**src/rtl/acc_alu_pkg.sv**
```systemverilog
package acc_alu_pkg;
  typedef enum logic [4:0] {
    OP_ADD   = 5'd0,
    OP_SUB   = 5'd1,
    OP_AND   = 5'd2,
    OP_IOR   = 5'd3,
    OP_XOR   = 5'd4,
    OP_ANDK  = 5'd5,
    OP_IORK  = 5'd6,
    OP_XORK  = 5'd7,
    OP_MOVF  = 5'd8,
    OP_MOVWF = 5'd9,
    OP_MOVK  = 5'd10,
    OP_CLRF  = 5'd11,
    OP_CLRW  = 5'd12,
    OP_COMF  = 5'd13,
    OP_INCF  = 5'd14,
    OP_DECF  = 5'd15,
    OP_INCSZ = 5'd16,
    OP_DECSZ = 5'd17,
    OP_RLF   = 5'd18,
    OP_RRF   = 5'd19,
    OP_SWAP  = 5'd20
  } op_e;

  localparam int OP_W = 5;

  // flag update mask and destination decision for one operation
  typedef struct packed {
    logic upd_c;
    logic upd_dc;
    logic upd_z;
    logic use_arith;
    logic is_sub;
    logic may_skip;
    logic force_w;
    logic force_file;
  } ctl_t;
endpackage

```
**src/rtl/acc_alu_arith.sv**
```systemverilog
module acc_alu_arith
  import acc_alu_pkg::*;
#(
  parameter int DATA_W = 8
) (
  input  logic [DATA_W-1:0] a_val,
  input  logic [DATA_W-1:0] b_val,
  input  logic              do_sub,
  input  logic              chain_on,
  input  logic              carry_in,
  output logic [DATA_W-1:0] sum,
  output logic              carry_out,
  output logic              half_out
);
  localparam int HALF_W = DATA_W / 2;
  localparam int HIGH_W = DATA_W - HALF_W;

  logic [DATA_W-1:0] b_eff;
  logic              cin;
  logic [HALF_W:0]   lo_sum;
  logic [HIGH_W:0]   hi_sum;

  // subtraction is a + ~b + carry; carry 1 means no borrow
  assign b_eff = do_sub ? ~b_val : b_val;
  assign cin   = chain_on ? carry_in : do_sub;

  assign lo_sum = {1'b0, a_val[HALF_W-1:0]} + {1'b0, b_eff[HALF_W-1:0]}
                + {{HALF_W{1'b0}}, cin};
  assign hi_sum = {1'b0, a_val[DATA_W-1:HALF_W]} + {1'b0, b_eff[DATA_W-1:HALF_W]}
                + {{HIGH_W{1'b0}}, lo_sum[HALF_W]};

  assign sum       = {hi_sum[HIGH_W-1:0], lo_sum[HALF_W-1:0]};
  assign carry_out = hi_sum[HIGH_W];
  assign half_out  = lo_sum[HALF_W];
endmodule

```
**src/rtl/acc_alu_unary.sv**
```systemverilog
module acc_alu_unary
  import acc_alu_pkg::*;
#(
  parameter int DATA_W = 8
) (
  input  op_e               op,
  input  logic [DATA_W-1:0] f_val,
  input  logic [DATA_W-1:0] w_val,
  input  logic              carry_in,
  output logic [DATA_W-1:0] result,
  output logic              rot_carry
);
  localparam int HALF_W = DATA_W / 2;

  logic [DATA_W-1:0] swapped;

  genvar gi;
  generate
    for (gi = 0; gi < HALF_W; gi++) begin : g_swap
      assign swapped[gi]          = f_val[gi + HALF_W];
      assign swapped[gi + HALF_W] = f_val[gi];
    end
  endgenerate

  always_comb begin
    result    = '0;
    rot_carry = carry_in;
    unique case (op)
      OP_AND, OP_ANDK: result = f_val & w_val;
      OP_IOR, OP_IORK: result = f_val | w_val;
      OP_XOR, OP_XORK: result = f_val ^ w_val;
      OP_MOVF, OP_MOVK: result = f_val;
      OP_MOVWF:        result = w_val;
      OP_CLRF, OP_CLRW: result = '0;
      OP_COMF:         result = ~f_val;
      OP_INCF, OP_INCSZ: result = f_val + 1'b1;
      OP_DECF, OP_DECSZ: result = f_val - 1'b1;
      OP_RLF: begin
        result    = {f_val[DATA_W-2:0], carry_in};
        rot_carry = f_val[DATA_W-1];
      end
      OP_RRF: begin
        result    = {carry_in, f_val[DATA_W-1:1]};
        rot_carry = f_val[0];
      end
      OP_SWAP:         result = swapped;
      default:         result = '0;
    endcase
  end
endmodule

```
**src/rtl/acc_alu_ctl.sv**
```systemverilog
module acc_alu_ctl
  import acc_alu_pkg::*;
(
  input  op_e  op,
  output ctl_t ctl
);
  always_comb begin
    ctl = '0;
    unique case (op)
      OP_ADD: begin
        ctl.upd_c = 1'b1; ctl.upd_dc = 1'b1; ctl.upd_z = 1'b1;
        ctl.use_arith = 1'b1;
      end
      OP_SUB: begin
        ctl.upd_c = 1'b1; ctl.upd_dc = 1'b1; ctl.upd_z = 1'b1;
        ctl.use_arith = 1'b1; ctl.is_sub = 1'b1;
      end
      OP_AND, OP_IOR, OP_XOR, OP_MOVF, OP_COMF, OP_INCF, OP_DECF:
        ctl.upd_z = 1'b1;
      OP_ANDK, OP_IORK, OP_XORK: begin
        ctl.upd_z = 1'b1; ctl.force_w = 1'b1;
      end
      OP_MOVK:  ctl.force_w = 1'b1;
      OP_CLRW: begin
        ctl.upd_z = 1'b1; ctl.force_w = 1'b1;
      end
      OP_CLRF: begin
        ctl.upd_z = 1'b1; ctl.force_file = 1'b1;
      end
      OP_MOVWF: ctl.force_file = 1'b1;
      OP_INCSZ, OP_DECSZ: ctl.may_skip = 1'b1;
      OP_RLF, OP_RRF: ctl.upd_c = 1'b1;
      OP_SWAP: ctl = '0;
      default: ctl = '0;
    endcase
  end
endmodule

```
**src/rtl/acc_alu.sv**
```systemverilog
module acc_alu
  import acc_alu_pkg::*;
#(
  parameter int DATA_W = 8
) (
  input  logic              clk,
  input  logic              rst,
  input  logic              op_valid,
  input  logic [4:0]        op_sel,
  input  logic [DATA_W-1:0] w_in,
  input  logic [DATA_W-1:0] f_in,
  input  logic              dest_sel,
  input  logic              c_in,
  input  logic              dc_in,
  input  logic              z_in,
  input  logic              carry_plain,
  output logic [DATA_W-1:0] res_q,
  output logic              c_q,
  output logic              dc_q,
  output logic              z_q,
  output logic              skip_q,
  output logic              wr_file_q,
  output logic              out_valid
);
  op_e               op;
  ctl_t              ctl;
  logic [DATA_W-1:0] ar_sum;
  logic              ar_c;
  logic              ar_dc;
  logic [DATA_W-1:0] un_res;
  logic              un_c;
  logic [DATA_W-1:0] res_n;
  logic              c_n;
  logic              dc_n;
  logic              z_n;
  logic              skip_n;
  logic              wr_n;

  assign op = op_e'(op_sel);

  acc_alu_ctl u_ctl (
    .op  (op),
    .ctl (ctl)
  );

  acc_alu_arith #(.DATA_W(DATA_W)) u_arith (
    .a_val     (f_in),
    .b_val     (w_in),
    .do_sub    (ctl.is_sub),
    .chain_on  (~carry_plain),
    .carry_in  (c_in),
    .sum       (ar_sum),
    .carry_out (ar_c),
    .half_out  (ar_dc)
  );

  acc_alu_unary #(.DATA_W(DATA_W)) u_unary (
    .op        (op),
    .f_val     (f_in),
    .w_val     (w_in),
    .carry_in  (c_in),
    .result    (un_res),
    .rot_carry (un_c)
  );

  always_comb begin
    res_n  = ctl.use_arith ? ar_sum : un_res;
    c_n    = ctl.upd_c  ? (ctl.use_arith ? ar_c : un_c) : c_in;
    dc_n   = ctl.upd_dc ? ar_dc : dc_in;
    z_n    = ctl.upd_z  ? (res_n == '0) : z_in;
    skip_n = ctl.may_skip & (res_n == '0);
    wr_n   = ctl.force_file | (dest_sel & ~ctl.force_w);
  end

  always_ff @(posedge clk) begin
    if (rst) begin
      res_q     <= '0;
      c_q       <= 1'b0;
      dc_q      <= 1'b0;
      z_q       <= 1'b0;
      skip_q    <= 1'b0;
      wr_file_q <= 1'b0;
      out_valid <= 1'b0;
    end else begin
      out_valid <= op_valid;
      if (op_valid) begin
        res_q     <= res_n;
        c_q       <= c_n;
        dc_q      <= dc_n;
        z_q       <= z_n;
        skip_q    <= skip_n;
        wr_file_q <= wr_n;
      end
    end
  end
endmodule

```
**config.mk**
```make
export PLATFORM = sky130hd
export DESIGN_NAME = acc_alu
export DESIGN_NICKNAME = d
export VERILOG_FILES = /design/src/rtl/acc_alu_pkg.sv /design/src/rtl/acc_alu_arith.sv /design/src/rtl/acc_alu_unary.sv /design/src/rtl/acc_alu_ctl.sv /design/src/rtl/acc_alu.sv
export SDC_FILE = /design/constraint.sdc
export NUM_CORES = 1
export LEC_CHECK = 0
export ABC_AREA = 1
export ABC_CLOCK_PERIOD_IN_PS = 4170
export CAP_MARGIN = 5
export CORE_UTILIZATION = 49
export DETAILED_ROUTE_END_ITERATION = 7
export GPL_ROUTABILITY_DRIVEN = 0
export PLACE_DENSITY = 0.82
export SLEW_MARGIN = 25
export SYNTH_ARGS = -nofsm -noshare
export SYNTH_HDL_FRONTEND = slang
export SYNTH_SLANG_ARGS = --single-unit
```
**constraint.sdc**
```tcl
create_clock -name clk -period 4.17 [get_ports clk]
set_clock_uncertainty 0.15 [all_clocks]
set_input_delay 1.0425 -clock clk [delete_from_list [all_inputs] [get_ports clk]]
set_output_delay 1.0425 -clock clk [all_outputs]
set_load 0.03 [all_outputs]
```
# After elaboration in Yosys (flattened, before gate mapping)
# Index checks and enable logic that the tools add are counted.
dict set report op_classes {
  n_addsub 6
  eq_ne 20
  reduce_logical 14
  mux 16
  bitwise_logic 9
}
# cell n
set ops {}
lappend ops {{$pmux W8 S11} 1}
lappend ops {{$eq A5 B4 Y1 const B} 8}
lappend ops {{$eq A5 B5 Y1 const B} 5}
lappend ops {{$eq A5 B3 Y1 const B} 4}
lappend ops {{$reduce_or A2 Y1} 9}
lappend ops {{$mux W8} 2}
lappend ops {{$not A8 Y8} 2}
lappend ops {{$reduce_or A14 Y1} 1}
lappend ops {{$mux W1} 12}
lappend ops {{$add A4 B4 Y5} 2}
lappend ops {{$add A5 B1 Y5} 2}
lappend ops {{$eq A5 B2 Y1 const B} 2}
lappend ops {{$add A8 B1 Y8 const B} 1}
lappend ops {{$and A8 B8 Y8} 1}
lappend ops {{$logic_not A8 Y1} 1}
lappend ops {{$or A8 B8 Y8} 1}
lappend ops {{$sub A8 B1 Y8 const B} 1}
lappend ops {{$xor A8 B8 Y8} 1}
lappend ops {{$eq A5 B1 Y1 const B} 1}
lappend ops {{$logic_not A5 Y1} 1}
lappend ops {{$reduce_or A5 Y1} 1}
lappend ops {{$reduce_or A4 Y1} 1}
lappend ops {{$and A1 B1 Y1} 2}
lappend ops {{$pmux W1 S2} 1}
lappend ops {{2 further kinds} 2}
dict set report totals {
  wordCells 72
  output_inout_bits 14
  reg_bits 14
  in_bits 29
}

# Longest topological paths before layout
dict set report depth {
  ltp_word 9
  depth_mapped 25
  ltp_nobuf 25
}

# By module
# From an unflattened synthesis, not the netlist that was laid out.
dict set report unflattened {
  cells_unflattened 463
  area_unflattened_um2 2655.0
}
# mod cells_per_inst n_inst area_each_um2
set modules_own_cells {}
lappend modules_own_cells {acc_alu_unary 265 1 1370.1}
lappend modules_own_cells {acc_alu 116 1 730.7}
lappend modules_own_cells {acc_alu_arith 53 1 416.6}
lappend modules_own_cells {acc_alu_ctl 29 1 137.6}

# Worst setup path before layout
# No wires, ideal clock.
dict set report synth_path {
  kind {in2reg}
  startpoint {input op_sel[4]}
  endpoint {register z_q}
  path_slack_ns -0.341
  stages 20
  arrival_ns 4.293
  cell_sequence {buf_4 nor2_1 nand2_1 xor2_1 fa_1 fa_1 inv_1 nand2_1 nand2_1 a21oi_1 fa_1 inv_1 fa_1 nand2_1 nand4_1 nor2_1 nand2_1 o21bai_1 nand2_1 a21oi_2}
}
dict set report synth_between {
  elab_chain_len 9
}
# item line_no
set synth_rtl {}
lappend synth_rtl {{from (decl)} acc_alu.sv:9} ;# input logic [4:0] op_sel,
lappend synth_rtl {{$eq A5 B1 Y1} acc_alu_ctl.sv:9} ;# unique case (op)
lappend synth_rtl {{$mux W1} acc_alu_ctl.sv:9}
lappend synth_rtl {{$mux W8} acc_alu_arith.sv:24} ;# assign b_eff = do_sub ? ~b_val : b_val;
lappend synth_rtl {{$add A4 B4 Y5} acc_alu_arith.sv:27} ;# assign lo_sum = {1'b0, a_val[HALF_W-1:0]} + {1'b0, b_eff[HALF_W-1:0]}
lappend synth_rtl {{$add A5 B1 Y5} acc_alu_arith.sv:28} ;# + {{HALF_W{1'b0}}, cin};
lappend synth_rtl {{$add A5 B1 Y5} acc_alu_arith.sv:30} ;# + {{HIGH_W{1'b0}}, lo_sum[HALF_W]};
lappend synth_rtl {{$mux W8} acc_alu.sv:67} ;# res_n = ctl.use_arith ? ar_sum : un_res;
lappend synth_rtl {{$logic_not A8 Y1} acc_alu.sv:70} ;# z_n = ctl.upd_z ? (res_n == '0) : z_in;
lappend synth_rtl {{$mux W1 *} acc_alu.sv:70}
lappend synth_rtl {{to (signal assigned)} acc_alu.sv:90} ;# z_q <= z_n;
lappend synth_rtl {{to (decl)} acc_alu.sv:20} ;# output logic z_q,
# Mark *: on every way between the ends. The rest lies on a longest branch, timed or not.
# A chain may end at the register's enable or synchronous reset.

# Final worst setup path
dict set report layout_path {
  startpoint {input op_sel[1]}
  endpoint {register z_q}
}
# The elaborated chain is that of the path after synthesis.

==> impl_metrics.ini <==
[sta]
worst_slew_pin_slew_ps = 877
fin_hold_ws_ps = 312
finalSetupViolCount = 0
period_minus_slack_ps = 4110
slew_headroom_pct = 41.3
finalCritPeriodShare_pct = 98.5
maxSlewViolCount = 0
clock.fmax_ghz = 0.244
rsz0062_at_grt = yes
hold_violations = 0

[cells_and_area]
layout_common_cells = 123 x nand2_1, 71 x inv_1, 55 x nor2_1
layout_commonest_cell = nand2_1
utilization_pct = 70.0
ff_latch_area_um2 = 280
syn2layout_area_growth_pct = 34.6
antenna_cells = 0
fin_cells = 587
multi_input_area_um2 = 1960
drive_above_1_share_pct = 16.7
layout.nets = 584
fillers = 423

[yosys]
ys_types = 31
syn_nets = 504
muxShareOfSynthArea_pct = 0
synth_area_um2 = 2510
synth_top_family_by_area = simple AND/OR/NAND/NOR gates
synth-seq-cells = 14
synth_xor_area_share_pct = 3.49
synth-simple-area-share_pct = 44.8
synthAdderAreaFrac_pct = 18.0
yosys_warnings = 0
synth_compound_area_share_pct = 9.04
synth_area_per_cell_um2 = 5.67
yosysSeqAreaShare_pct = 11.2
synth_cells = 442

[clocking]
clk_path_buf_depth = 2
insertion_delay_ps = 240
clk_pin_slew_worst_paths_ps = 50
cts_root_buf = clkbuf_8
cts_tree = yes
cts_buffers = 3
cts_max_level = 1
clock_sinks = 14

[power]
pwr_density_cell_nw_per_um2 = 172
p_sw_uw = 232
p_leak_uw = 0.00182
p_int_uw = 348
vdd_drop_max_mv = 0.136
pwr-share-comb_pct = 56.0
power_frac_clock_pct = 18.5
fin_total_pwr_uw = 580
sw_frac_of_total_pct = 40.1
seqPwrFrac_pct = 25.6

[placement]
hpwlAfterDp_um = 6100
dp_cells = 578
port_buffers = 42

[detailed_routing]
drtAntennaViolNets = 0
wl_per_cell_um = 13.7
dr.pass1.iters = 5
remaining_drc_errors = 0
drt_wl_total_um = 8050
initialDrtViolationCount = 387
vias = 3175
viasPerCell = 5.41

[setup_path]
worstPathRequired_ps = 4190
worstPathMaxFanout = 3
cp-start-kind = input pin
crit_arrival_ps = 4130
crit_type = in -> reg
endpoint_kind = register

[run]
maxCapViolCount = 0

[global_route]
track_usage_pct = 31.0
antenna_found_initial = 0
gr-total-overflow = 0
grt_pass1_wl_um = 12900
grt_max_degree = 20
grt_pass1_vias = 2885

[floorplanning]
core_area_um2 = 4820
die_h_um = 73.5
start_util_pct = 52.0
fp-row-count = 25
die_w_um = 73.5
die_area_um2 = 5400
num_io_pins = 43

[run_status]
status = finished, final reports clean

[worst_hold_path]
min_path_type = reg -> reg
## worst max-delay path: stages
cell	delay, ps
buf_8	100
inv_6	50
nand2_4	40
nor2_4	130
nand2_4	90
xor2_2	160
fa_2	360
fa_2	340
inv_2	70
nand2_2	60
nand2_2	80
a21oi_4	70
fa_2	340
inv_2	80
fa_2	430
nand2_1	60
nand4_1	110
nor2_1	120
nand2_1	80
o21bai_1	120
nand2_1	80
a21oi_2	110
## power groups by stage
stage	Sequential, µW	Combinational [µW]	Clock, µW
finish	148	325	107
global route	149	356	117
CTS	148	314	111
detailed placement	151	302	0
global placement	151	293	0
floorplan	170	153	0
## logic make-up (layout without fill, tap and decap cells)
| logic type | Yosys count | count (layout) |
|---|---|---|
| AND/OR/NAND/NOR | 258 | 258 |
| AO/OA/AOI/OAI | 42 | 42 |
| XOR/XNOR | 10 | 10 |
| adder cells (fa/ha/maj) | 33 | 33 |
| flip-flops | 14 | 14 |
| buffers and inverters | 85 | 163 |
## cells in the mapped netlist (all sizes together)
| library cell | number | area share (%) |
|---|---|---|
| inv | 76 | 11 |
| nor3 | 1 | 0.40 |
| or2 | 2 | 0.50 |
| xnor2 | 1 | 0.35 |
| buf | 4 | 1.4 |
| o221ai | 1 | 0.35 |
| clkbuf | 4 | 0.60 |
| nand3 | 40 | 8.4 |
| nor2 | 61 | 9.6 |
| a31oi | 2 | 0.50 |
| a21oi | 14 | 3.1 |
| ha | 28 | 14 |
| clkinv | 1 | 0.15 |
| nor4 | 1 | 0.25 |
| o21bai | 1 | 0.30 |
| nand2 | 135 | 21 |
| dfxtp | 14 | 11 |
| fa | 5 | 4.0 |
| nand4 | 17 | 4.2 |
| o21ai | 24 | 4.8 |
| xor2 | 9 | 3.1 |
| and2 | 1 | 0.25 |
## layout make-up
class	count	area share, %
clock buffer	3	1.22
inverter	77	8.72
multi-input combinational	343	58.0
sequential	14	8.31
tap	67	2.49
timing repair buffer	83	21.2
## path summary, 6_finish.rpt
kind / startpoint / endpoint / slack (ps) / depth (start not counted)
hold reg to reg: skip_q / skip_q / 310 / 2
hold / removal: skip_q / skip_q / 310 / 2
setup / recovery: op_sel[1] / z_q / 60 / 22
setup reg to reg: res_q[4] / res_q[4] / 3300 / 4
## timing repair
action,in CTS,in global routing
pin swaps,14,18
gates cloned,0,0
endpoints found under the setup margin,6,4
resized for setup,35,6
hold buffers,0,0
setup buffers,5,1
endpoints found under the hold margin,0,0
## through the flow
stage | worst slack [ps] | setup TNS (ps) | instance area (µm²)
after CTS | -40.0 | -40.0 | 3350
after floorplan | 0.520 | 0 | 2550
after detailed placement | -670 | -3170 | 3260
final | 63.5 | 0 | 3370
after global placement | -539 | -2260 | 3260
after global routing | -98.0 | -236 | 3370
## state kept, by name (all words and copies together) (netlist names)
register	flops
z_q	1
wr_file_q	1
c_q	1
res_q	8
skip_q	1
dc_q	1
out_valid	1
## layer usage
layer / up-vias / routed length (µm) / global-route usage, % / part of all wire (%)
met1: 1421 / 3310 / 39.2 / 41
li1: 1558 / - / - / -
met3: 27 / 653 / 4.66 / 8.1
met2: 169 / 3830 / 51.5 / 48
met4: 0 / 257 / 14.5 / 3.2
met5: - / 0 / 0 / 0
Power figures use the tool's default switching activity.
